[src/rtl/avg_pkg.sv]
package avg_pkg;
   typedef enum logic [2:0] {
      ST_IDLE  = 3'd0,
      ST_INACK = 3'd1,
      ST_ADD   = 3'd2,
      ST_OREQ  = 3'd3,
      ST_ORET  = 3'd4
   } hs_state_t;
endpackage

[src/rtl/avg_ctrl.sv]
module avg_ctrl
   import avg_pkg::*;
(
   input  logic clk,
   input  logic rst_n,
   input  logic in_req,
   input  logic out_ack,
   input  logic add_done,
   output logic in_ack,
   output logic out_req,
   output logic add_req,
   output logic load_x,
   output logic load_out,
   output logic load_y
);
   hs_state_t state_q, state_d;

   always_ff @(posedge clk) begin
      if (!rst_n) state_q <= ST_IDLE;
      else        state_q <= state_d;
   end

   always_comb begin
      state_d = state_q;
      unique case (state_q)
         ST_IDLE:  if (in_req)   state_d = ST_INACK;
         ST_INACK: if (!in_req)  state_d = ST_ADD;
         ST_ADD:   if (add_done) state_d = ST_OREQ;
         ST_OREQ:  if (out_ack)  state_d = ST_ORET;
         ST_ORET:  if (!out_ack) state_d = ST_IDLE;
         default:                state_d = ST_IDLE;
      endcase
   end

   assign in_ack   = (state_q == ST_INACK);
   assign out_req  = (state_q == ST_OREQ);
   assign add_req  = (state_q == ST_ADD);
   assign load_x   = (state_q == ST_IDLE) && in_req;
   assign load_out = (state_q == ST_ADD)  && add_done;
   assign load_y   = (state_q == ST_OREQ) && out_ack;
endmodule

[src/rtl/avg_add_delay.sv]
module avg_add_delay #(
   parameter int ADD_LAT = 2
) (
   input  logic clk,
   input  logic rst_n,
   input  logic req,
   output logic done
);
   generate
      if (ADD_LAT == 0) begin : g_instant
         assign done = req;
      end else begin : g_counted
         localparam int CW = (ADD_LAT < 2) ? 1 : $clog2(ADD_LAT);
         localparam logic [CW-1:0] LAST = CW'(ADD_LAT - 1);
         logic [CW-1:0] cnt_q;
         assign done = req && (cnt_q == LAST);
         always_ff @(posedge clk) begin
            if (!rst_n || !req) cnt_q <= '0;
            else if (!done)     cnt_q <= cnt_q + 1'b1;
         end
      end
   endgenerate
endmodule

[src/rtl/avg_datapath.sv]
module avg_datapath #(
   parameter int DATA_W = 8
) (
   input  logic              clk,
   input  logic              rst_n,
   input  logic              load_x,
   input  logic              load_out,
   input  logic              load_y,
   input  logic [DATA_W-1:0] din,
   output logic [DATA_W-1:0] dout
);
   localparam int SUM_W = DATA_W + 1;

   logic [DATA_W-1:0] x_q, y_q, out_q;
   logic [SUM_W-1:0]  sum;

   assign sum  = {1'b0, x_q} + {1'b0, y_q};
   assign dout = out_q;

   always_ff @(posedge clk) begin
      if (!rst_n) begin
         x_q   <= '0;
         y_q   <= '0;
         out_q <= '0;
      end else begin
         if (load_x)   x_q   <= din;
         if (load_out) out_q <= sum[SUM_W-1:1];
         if (load_y)   y_q   <= x_q;
      end
   end
endmodule

[src/rtl/avg_filter_hs.sv]
module avg_filter_hs #(
   parameter int DATA_W  = 8,
   parameter int ADD_LAT = 2
) (
   input  logic              clk,
   input  logic              rst_n,
   input  logic              in_req,
   output logic              in_ack,
   input  logic [DATA_W-1:0] in_data,
   output logic              out_req,
   input  logic              out_ack,
   output logic [DATA_W-1:0] out_data
);
   generate
      if (DATA_W < 1) begin : g_bad_width
         $error("avg_filter_hs: DATA_W must be at least 1");
      end
      if (ADD_LAT < 0) begin : g_bad_lat
         $error("avg_filter_hs: ADD_LAT must not be negative");
      end
   endgenerate

   logic add_req, add_done, load_x, load_out, load_y;

   avg_ctrl u_ctrl (
      .clk      (clk),
      .rst_n    (rst_n),
      .in_req   (in_req),
      .out_ack  (out_ack),
      .add_done (add_done),
      .in_ack   (in_ack),
      .out_req  (out_req),
      .add_req  (add_req),
      .load_x   (load_x),
      .load_out (load_out),
      .load_y   (load_y)
   );

   avg_add_delay #(.ADD_LAT(ADD_LAT)) u_delay (
      .clk   (clk),
      .rst_n (rst_n),
      .req   (add_req),
      .done  (add_done)
   );

   avg_datapath #(.DATA_W(DATA_W)) u_dp (
      .clk      (clk),
      .rst_n    (rst_n),
      .load_x   (load_x),
      .load_out (load_out),
      .load_y   (load_y),
      .din      (in_data),
      .dout     (out_data)
   );
endmodule

[config.mk]
export PLATFORM = sky130hd
export DESIGN_NAME = avg_filter_hs
export DESIGN_NICKNAME = d
export VERILOG_FILES = /design/src/rtl/avg_pkg.sv /design/src/rtl/avg_ctrl.sv /design/src/rtl/avg_add_delay.sv /design/src/rtl/avg_datapath.sv /design/src/rtl/avg_filter_hs.sv
export SDC_FILE = /design/constraint.sdc
export NUM_CORES = 1
export LEC_CHECK = 0
export BUFFER_PORTS_ARGS = -buffer_cell sky130_fd_sc_hd__buf_2
export CORE_MARGIN = 3
export CORE_UTILIZATION = 59
export DETAILED_ROUTE_END_ITERATION = 10
export PLACE_DENSITY = 0.82
export SLEW_MARGIN = 0
export SYNTH_ARGS = -nofsm -noshare
export SYNTH_HDL_FRONTEND = slang
export SYNTH_SLANG_ARGS = --single-unit
[constraint.sdc]
create_clock -name clk -period 2.4 [get_ports clk]
set_input_delay 0.12 -clock clk [delete_from_list [all_inputs] [get_ports clk]]
set_output_delay 0.12 -clock clk [all_outputs]
set_load 0.03 [all_outputs]
# == After elaboration in Yosys (flattened, before gate mapping) ==
# Cells that the tools add are included.
# totals
elab_cells,31
in_bits,12
out_inout_bits,10
regBits,28
rom_bits,0
latch_bits,0
mem_count,0
ramBits,0
# classes
addsub,2
n_mul,0
bitwise_logic,0
magnitude_cmp,0
eq_ne,9
shift,0
div,0
reduce_logical,9
muxes,6
# ops
cell,n
$mux 3,5
$pmux 3 s5,1
$add 8x8->9,1
$ne 2x2->1 const B,4
$eq 3x2->1 const B,2
$reduce_and 5->1,1
$logic_and 1x1->1,4
$eq 3x1->1 const B,1
$eq 3x3->1 const B,1
$logic_not 3->1,1
$logic_not 1->1,2
$ne 2x1->1 const B,1
$add 1x1->1 const B,1
$logic_or 1x1->1,1

# == Depth between registers and ports, before layout ==
# depth
ltp_word,4
depth_mapped,6
mapped_depth_nobuf,6

# == Cells and area by module ==
# A second synthesis with hierarchy kept.
# hier_totals
hier_cells,142
hier_area_um2,1425.1
# by_module_without_submodules
mod,seq_area_each_um2,cells_each,n_inst,area_each_um2
avg_datapath,480.5,121,1,1212.4
avg_ctrl,60.1,18,1,180.2
avg_add_delay,20.0,3,1,32.5

# == Worst setup path before layout ==
# Ideal clock, no wire load.
# synth_timing
path_kind,reg-to-reg
start,register u_dp.y_q[0]
end,register u_dp.out_q[7] (netlist: u_dp.dout[7])
n_path_buf,0
period_less_slack_ns,1.625
t_required_ns,2.279
arrival_ns,1.504
path_slack_ns,0.775
setup_ns,0.121
path_stages_with_launch,7
cell_sequence,dfxtp_1 > and2_1 > fa_1 > a211oi_1 > o21ai_1 > a31oi_1 > nor3_1
# synth_via
elab_chain_cells,1
# synth_lines
item,line,text
from (decl),avg_datapath.sv:14,"logic [DATA_W-1:0] x_q, y_q, out_q;"
from (signal assigned),avg_datapath.sv:28,if (load_y) y_q <= x_q;
$add 8x8->9,avg_datapath.sv:17,"assign sum = {1'b0, x_q} + {1'b0, y_q};"
to (signal assigned),avg_datapath.sv:27,if (load_out) out_q <= sum[SUM_W-1:1];
to (decl),avg_datapath.sv:14,
# No other way between the ends.
# A chain may end at the register's enable or synchronous reset.

# == Final worst setup path ==
# Ends and elaborated chain as after synthesis.

==> impl_metrics.json <==
{
  "status": "complete, no violations",
  "dieArea_mm2": 0.003027,
  "async_flop_share_pct": 0,
  "synth_area_mm2": 0.001418,
  "avgSynthCellArea_um2": 8.438,
  "peakVddDrop_mv": 0.2987,
  "tritoncts": "done",
  "cts_num_sinks": 28,
  "cts_buffer_depth": 2,
  "synth_seq_cells": 28,
  "wl_met1_um": 1367,
  "finalHoldViolations": 0,
  "whs_ns": 0.007674,
  "die_y_um": 55.02,
  "worstSetupPathType": "reg2reg",
  "cts_hold_buf": 0,
  "fin_ws_ns": 0.5951,
  "dpl.hpwl_um": 2143,
  "max_freq_mhz": 554.0,
  "ys_seq_area_share_pct": 39.54,
  "cts_made_buffers": 3,
  "first_global_vias": 1136,
  "power.density_mw_per_mm2": 510.8,
  "start_util_pct": 62.87,
  "grt_max_degree": 33,
  "syn2layout_area_growth_pct": 10.15,
  "antennaDiodeCount": 0,
  "ys.warnings.count": 0,
  "postCtsResizedCells": 0,
  "ant_nets": 0,
  "rsz0062_at_grt": "no",
  "cts_root_buf": "clkbuf_4",
  "reg2regPathDepth": 6,
  "ys_top_cells_by_area": "dfxtp_1 (40%), nand2_1 (11%), a21boi_1 (9.0%)",
  "vias": 1239,
  "cts_setup_buffers": 0,
  "dpl_worst_slack_ns": 0.6180,
  "final_layout_size_suffix_gt1_share_pct": 15.51,
  "setup_viol": 0,
  "wl_um": 2881,
  "grtUsageTotal_pct": 21.36,
  "overflow": 0,
  "reg2reg_slack_ns": 0.60,
  "synth.most_common_cell": "nand2_1",
  "min-delay-start": "in_data[5]",
  "arrival_ns": 2.03,
  "h-tree-depth": 1,
  "yosysUniqueCellTypes": 36,
  "timing.final.crit_share_pct": 75.20,
  "route.detailed.drc": 0,
  "port_buffers": 21,
  "synth_nets": 188,
  "finalWeightedCongestion": 0.8119,
  "yosysTopAreaCell": "dfxtp_1",
  "critPathLaunchType": "register",
  "tns_ns": 0,
  "clkTransAtPathRegs_ns": 0.15,
  "yosysTopAreaCellShare_pct": 39.54,
  "worst_pin_slew_ns": 0.4785,
  "hold_path_class": "in2reg",
  "dieWidth_um": 55.02,
  "maxCapViolations": 0,
  "fin_nets": 208,
  "grt_pass1_wl_um": 4761,
  "routed.top_layer": "met4",
  "synthFlopType": "dfxtp_1",
  "r2r-start": "u_dp.y_q[0]$_SDFFE_PN0P_",
  "slew-limit-headroom_pct": 68.10,
  "io-pin-count": 22,
  "post_drt_wl_per_cell_um": 13.40,
  "first_pass_iters": 4,
  "drt_iter0_drc": 29,
  "reg2reg_to": "u_dp.dout[7]$_SDFFE_PN0P_",
  "fin_skew_ns": 0.002347,
  "wl_met2_um": 1352,
  "viasPerCell": 5.763,
  "antenna_found_initial": 0,
  "rows": 17,
  "drv_slew": 0,
  "core_area_mm2": 0.002255,
  "synth_edf_count": 0,
  "dr_wl_met3_um": 115,
  "yosys-top-cells-count": "nand2_1 (41), dfxtp_1 (28), a21boi_1 (17), nand3_1 (10), a21oi_1 (8)",
  "cp_max_fo": 3,
  "finalCriticalPeriod_ns": 1.805,
  "hold-path-cell-count": 3,
  "power_leakage_nw": 0.6681,
  "synthCells": 168,
  "clkLatencyLatePin_ns": 0.32,
  "critical_path_required_ns": 2.62,
  "min_to": "u_dp.x_q[5]$_SDFFE_PN0P_",
  "end_kind": "register"
}
## report_power, final
group          total [mW]  internal, mW  switching, mW
Combinational      0.0767        0.0337         0.0430
Clock               0.229        0.0928          0.136
Sequential          0.492         0.477         0.0151
Total               0.798         0.603          0.194
## layout make-up
cell class                      count  area [um^2]
Multi-Input combinational cell    132        813.3
Fill cell                         207        693.2
Sequential cell                    28        560.5
Timing Repair Buffer               22        112.6
Clock buffer                        4        36.28
Tap cell                           28        35.03
Inverter                            1        3.754
## cell families after synthesis
kind of cell	synth area share (%)
adders and majority gates	7.590
and+or+nand+nor	28.69
DFF	39.54
xor gates and xnor gates	0.6179
AOI/OAI and AO/OA	20.48
buffers and inverters	3.089
## cells in the final DEF (no fill, tap or decap)
| cell type | netlist | routed |
|---|---|---|
| nand2_1 | 41 | 41 |
| dfxtp_1 | 28 | 28 |
| buf_2 | 2 | 21 |
| a21boi_1 | 17 | 17 |
| nand3_1 | 10 | 10 |
| a21oi_1 | 8 | 8 |
| nor2_1 | 7 | 7 |
| ha_1 | 7 | 7 |
| o21ai_0 | 5 | 5 |
| and2_1 | 4 | 4 |
| nor3b_1 | 4 | 4 |
| nand2b_1 | 3 | 3 |
| a211oi_1 | 3 | 3 |
| a21o_1 | 3 | 3 |
| clkbuf_4 | 0 | 3 |
| or3_1 | 2 | 2 |
| nor3_1 | 2 | 2 |
| and3b_1 | 1 | 1 |
| nand4bb_1 | 1 | 1 |
| nand4_1 | 1 | 1 |
| and4bb_4 | 1 | 1 |
| o21ai_1 | 1 | 1 |
| or2_2 | 1 | 1 |
| inv_1 | 1 | 1 |
| o311ai_1 | 1 | 1 |
| o31ai_1 | 1 | 1 |
| o21a_1 | 1 | 1 |
| xnor2_1 | 1 | 1 |
| o211a_1 | 1 | 1 |
| nor4b_4 | 1 | 1 |
| nand3b_1 | 1 | 1 |
| a31oi_1 | 1 | 1 |
| o211ai_1 | 1 | 1 |
| fa_1 | 1 | 1 |
| clkbuf_8 | 0 | 1 |
| buf_4 | 1 | 1 |
## layer usage
metal	track usage, %	vias to the layer above
li1	-	629
met1	26.14	567
met2	36.42	37
met3	4.021	6
met4	8.907	0
met5	0	-
## how the worst max path moves through the flow
stage | cells after the start | from | slack, ns | to
finish | 6 | u_dp.y_q[0]$_SDFFE_PN0P_ | 0.60 | u_dp.dout[7]$_SDFFE_PN0P_
global route | 6 | u_dp.x_q[0]$_SDFFE_PN0P_ | 0.48 | u_dp.dout[7]$_SDFFE_PN0P_
CTS | 6 | u_dp.y_q[0]$_SDFFE_PN0P_ | 0.60 | u_dp.dout[7]$_SDFFE_PN0P_
detailed placement | 6 | u_dp.x_q[0]$_SDFFE_PN0P_ | 0.62 | u_dp.dout[7]$_SDFFE_PN0P_
global placement | 6 | u_dp.y_q[0]$_SDFFE_PN0P_ | 0.70 | u_dp.dout[7]$_SDFFE_PN0P_
floorplan | 6 | u_dp.y_q[0]$_SDFFE_PN0P_ | 0.77 | u_dp.dout[7]$_SDFFE_PN0P_
## registers in the layout, summed over array words and instances (netlist names)
signal / count
u_dp.x_q: 8
u_dp.y_q: 8
u_delay.g_counted.cnt_q: 1
u_ctrl.state_q: 3
u_dp.dout: 8
## metrics by stage
step	cells	total power, mW	utilization, %	cell area [um^2]
after global placement	211	0.5730	67.65	1525
final	215	0.7977	69.26	1562
after global routing	215	0.8312	69.26	1562
after floorplan	168	0.5556	-	1418
after detailed placement	211	0.5778	67.65	1525
after CTS	215	0.8053	69.26	1562
## worst max-delay path: stages, from the launching register on
cell and delay [ns]:
dfxtp_1 0.36, and2_1 0.18, fa_1 0.42, a211oi_1 0.32, o21ai_1 0.17, a31oi_1 0.19
nor3_1 0.07
Power figures use the tool's default switching activity.
